$ cat config.mk
export PLATFORM = sky130hd
export DESIGN_NAME = timekeeper_alarm
export DESIGN_NICKNAME = d
export VERILOG_FILES = /design/src/rtl/alarm_pkg.sv /design/src/rtl/alarm_wr_filter.sv /design/src/rtl/alarm_regbank.sv /design/src/rtl/alarm_matcher.sv /design/src/rtl/timekeeper_alarm.sv
export SDC_FILE = /design/constraint.sdc
export NUM_CORES = 1
export LEC_CHECK = 0
export BUFFER_PORTS_ARGS = -buffer_cell sky130_fd_sc_hd__buf_2
export CORE_UTILIZATION = 52
export DETAILED_ROUTE_END_ITERATION = 16
export PLACE_DENSITY = 0.78
export SYNTH_ARGS = -nofsm -noshare
export SYNTH_HDL_FRONTEND = slang
export SYNTH_SLANG_ARGS = --single-unit
export TNS_END_PERCENT = 20
$ cat constraint.sdc
create_clock -name clk -period 1.5 [get_ports clk]
set_input_delay 0.075 -clock clk [delete_from_list [all_inputs] [get_ports clk]]
set_output_delay 0.075 -clock clk [all_outputs]
set_load 0.05 [all_outputs]
$ cat src/rtl/alarm_pkg.sv
package alarm_pkg;
  localparam int NREG   = 4;
  localparam int BYTE_W = 8;
  localparam int IDX_W  = $clog2(NREG);

  typedef enum logic [IDX_W-1:0] {
    IDX_SEC  = 2'd0,
    IDX_MIN  = 2'd1,
    IDX_HOUR = 2'd2,
    IDX_DATE = 2'd3
  } alarm_idx_e;

  typedef enum logic [2:0] {
    RPT_MONTH,
    RPT_DAY,
    RPT_HOUR,
    RPT_MINUTE,
    RPT_SECOND
  } repeat_e;
endpackage

$ cat src/rtl/alarm_wr_filter.sv
module alarm_wr_filter
  import alarm_pkg::*;
(
  input  alarm_idx_e idx,
  input  logic [6:0] val,
  output logic       accept
);
  logic [3:0] ones;
  logic [2:0] tens_ms;
  logic [1:0] tens_h;
  logic       ones_ok;

  assign ones    = val[3:0];
  assign tens_ms = val[6:4];
  assign tens_h  = val[5:4];
  assign ones_ok = (ones <= 4'd9);

  always_comb begin
    unique case (idx)
      IDX_SEC, IDX_MIN: accept = ones_ok && (tens_ms <= 3'd5);
      IDX_HOUR:         accept = ones_ok &&
                                 ((tens_h < 2'd2) || (tens_h == 2'd2 && ones <= 4'd3));
      default:          accept = 1'b1;
    endcase
  end
endmodule

$ cat src/rtl/alarm_regbank.sv
module alarm_regbank
  import alarm_pkg::*;
(
  input  logic                         clk,
  input  logic                         rst_n,
  input  logic                         wr_go,
  input  logic [IDX_W-1:0]             wr_idx,
  input  logic [BYTE_W-1:0]            wr_data,
  output logic [NREG-1:0][BYTE_W-1:0]  regs
);
  for (genvar i = 0; i < NREG; i++) begin : g_reg
    always_ff @(posedge clk) begin
      if (!rst_n)
        regs[i] <= '0;
      else if (wr_go && wr_idx == IDX_W'(i))
        regs[i] <= wr_data;
    end
  end
endmodule

$ cat src/rtl/alarm_matcher.sv
module alarm_matcher
  import alarm_pkg::*;
(
  input  logic [NREG-1:0][BYTE_W-1:0] regs,
  input  logic [6:0]                  cur_sec,
  input  logic [6:0]                  cur_min,
  input  logic [5:0]                  cur_hour,
  input  logic [5:0]                  cur_date,
  output repeat_e                     mode,
  output logic                        hit
);
  logic [NREG-1:0] masks;
  logic eq_s, eq_m, eq_h, eq_d;

  for (genvar i = 0; i < NREG; i++) begin : g_mask
    assign masks[i] = regs[i][BYTE_W-1];
  end

  assign eq_s = (regs[IDX_SEC][6:0]  == cur_sec);
  assign eq_m = (regs[IDX_MIN][6:0]  == cur_min);
  assign eq_h = (regs[IDX_HOUR][5:0] == cur_hour);
  assign eq_d = (regs[IDX_DATE][5:0] == cur_date);

  always_comb begin
    case (masks)
      4'b0000: mode = RPT_MONTH;
      4'b1000: mode = RPT_DAY;
      4'b1100: mode = RPT_HOUR;
      4'b1110: mode = RPT_MINUTE;
      default: mode = RPT_SECOND;
    endcase
  end

  always_comb begin
    unique case (mode)
      RPT_MONTH:  hit = eq_d && eq_h && eq_m && eq_s;
      RPT_DAY:    hit = eq_h && eq_m && eq_s;
      RPT_HOUR:   hit = eq_m && eq_s;
      RPT_MINUTE: hit = eq_s;
      default:    hit = 1'b1;
    endcase
  end
endmodule

$ cat src/rtl/timekeeper_alarm.sv
module timekeeper_alarm
  import alarm_pkg::*;
(
  input  logic              clk,
  input  logic              rst_n,
  input  logic              wr_en,
  input  logic [IDX_W-1:0]  wr_idx,
  input  logic [BYTE_W-1:0] wr_data,
  input  logic [IDX_W-1:0]  rd_idx,
  output logic [BYTE_W-1:0] rd_data,
  input  logic              sec_tick,
  input  logic [6:0]        cur_sec,
  input  logic [6:0]        cur_min,
  input  logic [5:0]        cur_hour,
  input  logic [5:0]        cur_date,
  output logic              irq_pulse
);
  logic [NREG-1:0][BYTE_W-1:0] regs;
  logic    accept;
  logic    hit;
  logic    armed_q;
  logic    irq_q;
  repeat_e mode;

  alarm_wr_filter u_filter (
    .idx    (alarm_idx_e'(wr_idx)),
    .val    (wr_data[6:0]),
    .accept (accept)
  );

  alarm_regbank u_bank (
    .clk     (clk),
    .rst_n   (rst_n),
    .wr_go   (wr_en && accept),
    .wr_idx  (wr_idx),
    .wr_data (wr_data),
    .regs    (regs)
  );

  alarm_matcher u_match (
    .regs     (regs),
    .cur_sec  (cur_sec),
    .cur_min  (cur_min),
    .cur_hour (cur_hour),
    .cur_date (cur_date),
    .mode     (mode),
    .hit      (hit)
  );

  always_ff @(posedge clk) begin
    if (!rst_n) begin
      armed_q <= 1'b0;
      irq_q   <= 1'b0;
    end else begin
      if (wr_en) armed_q <= 1'b1;
      irq_q <= sec_tick && armed_q && hit;
    end
  end

  assign rd_data   = regs[rd_idx];
  assign irq_pulse = irq_q;
endmodule

==> impl_metrics.ini <==
[setup_path]
cp_top_family = multiplexers
crit_fanout = 3
crit_arrival_ps = 1380
endpoint_kind = output pin
worstPathCellList = mux4_2 > buf_2
start_kind = register
cpMaxStageDelayCell = mux4_2
required_ps = 1420
slowest_delay_ps = 470
critical_path_class = reg2out
path_buf_inv = 1

[grt]
grt_max_degree = 34
grt_antenna_before_repair = 0
grt_pass1_wl_um = 6420
first_global_vias = 1310
grt_usage_pct = 24.4
grt_overflow = 0

[run_status]
status = finished, final reports clean

[synthesis]
ys_seq_elements = 34
async_reset_ff_share_pct = 0
syn_area_mm2 = 0.00186
yosys.cell_types.count = 30
ys_seq_area_share_pct = 36.6
yosys.cell_count.top_type = dfxtp_1
yosysTopAreaCellShare_pct = 36.6
synth.area.top_cells = dfxtp_1 37%, mux2i_1 13%, mux4_2 9.7%
synth_area_leader_cell = dfxtp_1
avgSynthCellArea_um2 = 10.4
synth_edf_count = 0
synth_commonest_cells = 34 x dfxtp_1, 26 x nor2b_1, 24 x mux2i_1
yosysWarnings = 0
syn-num-nets = 221
synthCells = 179
synthFlopType = dfxtp_1

[clock_tree]
numCtsBuffers = 5
clk_latency_ps = 330
clkTransAtPathRegs_ps = 100
cts.sinks = 34
post-cts-setup-buffers = 0
cts_tree = done
cts_root_buf = clkbuf_4
clockBufferDepth = 2
htree_levels = 2

[floorplanning]
core_mm2 = 0.00339
dieHeight_um = 61.8
fp-row-count = 21
die_area_mm2 = 0.00382
dieWidth_um = 61.8
io_pins = 51
initial_utilization_pct = 54.9

[drt]
viasPerCell = 5.50
routed_wl_um = 4380
drc_errors = 0
via_count = 1546
first_iter_violations = 74
wl_per_cell_um = 15.6
postRouteAntennaNets = 0
firstDrtPassIters = 4

[power]
pwr-share-clk_pct = 27.3
p_leak_uw = 0.000880
combPwrFrac_pct = 18.1
vdd_drop_max_mv = 0.522
power-per-cell-area_mw_per_mm2 = 778
internal-power_uw = 1250
netSwitchingPower_uw = 481
seqPwrFrac_pct = 54.6
power.total_uw = 1730
switching_share_pct = 27.8

[sta]
hold_ws_ps = 24.2
finalCriticalPeriod_ps = 1460
setup_ws_ps = 41.8
worst_pin_slew_ps = 341
rsz0062_at_grt = yes
period_share_pct = 97.2
finalClockSkew_ps = 2.58
maxSlewHeadroom_pct = 77.3
fmax_mhz = 686
setup_viol = 0
slew_viol_final = 0
hold_violations = 0

[cells_and_area]
antenna_cells = 0
area_delta_synth_final_pct = 19.6
final_area_mm2 = 0.00222
drive_above_1_share_pct = 30.6
nets = 277
fin_cells = 281
fillers = 299

[placement]
dpl_worst_slack_ps = 183
gp_congestion = 0.825
place_area_mm2 = 0.00216
dp_cells = 273
dp_hpwl_um = 3260
numPortBuffers = 50

[flow_run]
drv_cap = 0

[min_path]
hold_class = in2reg
==> tightest hold or removal path, delay by kind of cell <==
kind | cells | cell delay (ps)
AOI/OAI and AO/OA | 1 | 50
buffers and inverters | 1 | 130
and+or+nand+nor | 1 | 70
==> cell type report <==
| class | instances | area (um^2) | area share [%] |
|---|---|---|---|
| clock buffer | 7 | 45.0 | 2.02 |
| timing repair buffer | 57 | 310 | 13.9 |
| tap | 46 | 57.6 | 2.59 |
| multi-input combinational | 137 | 1130 | 50.8 |
| sequential | 34 | 681 | 30.6 |
==> worst paths after layout <==
path / startpoint / to / slack [ps] / cells past startpoint
setup / recovery: u_bank.regs[9] / rd_data[1] / 40 / 2
hold / removal: wr_data[7] / u_bank.regs[23] / 20 / 3
setup reg to reg: u_bank.regs[0] / irq_pulse / 220 / 5
hold reg to reg: armed_q / armed_q / 480 / 1
==> layer usage <==
layer / track usage (%) / vias to the layer above / part of all wire [%] / wire (um)
met5: 0 / - / 0 / 0
met4: 7.62 / 0 / 1.1 / 46
met3: 5.18 / 6 / 3.5 / 155
met2: 38.9 / 39 / 48 / 2100
met1: 33.2 / 739 / 47 / 2080
li1: - / 762 / - / -
==> flip-flops by register name, indices dropped and copies added (netlist names) <==
signal       count
u_bank.regs     32
irq_pulse        1
armed_q          1
==> power by group through the flow <==
stage,clock [uW],combinational [uW],sequential (uW)
6_report,472,313,946
5_1_grt,522,337,949
4_1_cts,480,313,945
3_5_place_dp,0,310,966
3_3_place_gp,0,309,965
2_1_floorplan,0,187,962
==> through the flow <==
stage / utilization [%] / setup TNS (ps)
3_3_place_gp: 63.9 / 0
3_5_place_dp: 63.9 / 0
5_1_grt: 65.6 / -8.53
2_1_floorplan: - / 0
6_report: 65.6 / 0
4_1_cts: 65.5 / 0
==> kinds of logic (layout without fill, tap and decap cells) <==
kind of cell	Yosys count	after routing	synth area share, %
mux	32	32	22.6
flops	34	34	36.6
simple gates	55	55	17.4
compound gates	24	24	8.61
xor+xnor	26	26	12.2
buf+inv	8	64	2.56
==> cell usage in the layout, fill, tap and decap left out, drive strengths merged, types with 2 or more instances in the layout <==
master,count
a21boi,8
buf,55
clkbuf,8
dfxtp,34
mux2i,24
mux4,8
nand2,2
nand3,12
nand4,4
nor2,2
nor2b,26
nor3,4
o21ai,10
xnor2,19
xor2,7
==> repair_timing <==
item / 4_1_cts / 5_1_grt
endpoints found under the setup margin: 0 / 4
endpoints found under the hold margin: 1 / 0
resized for setup: 0 / 3
hold buffers: 1 / 0
No activity file was read; power rests on OpenSTA's default activity.
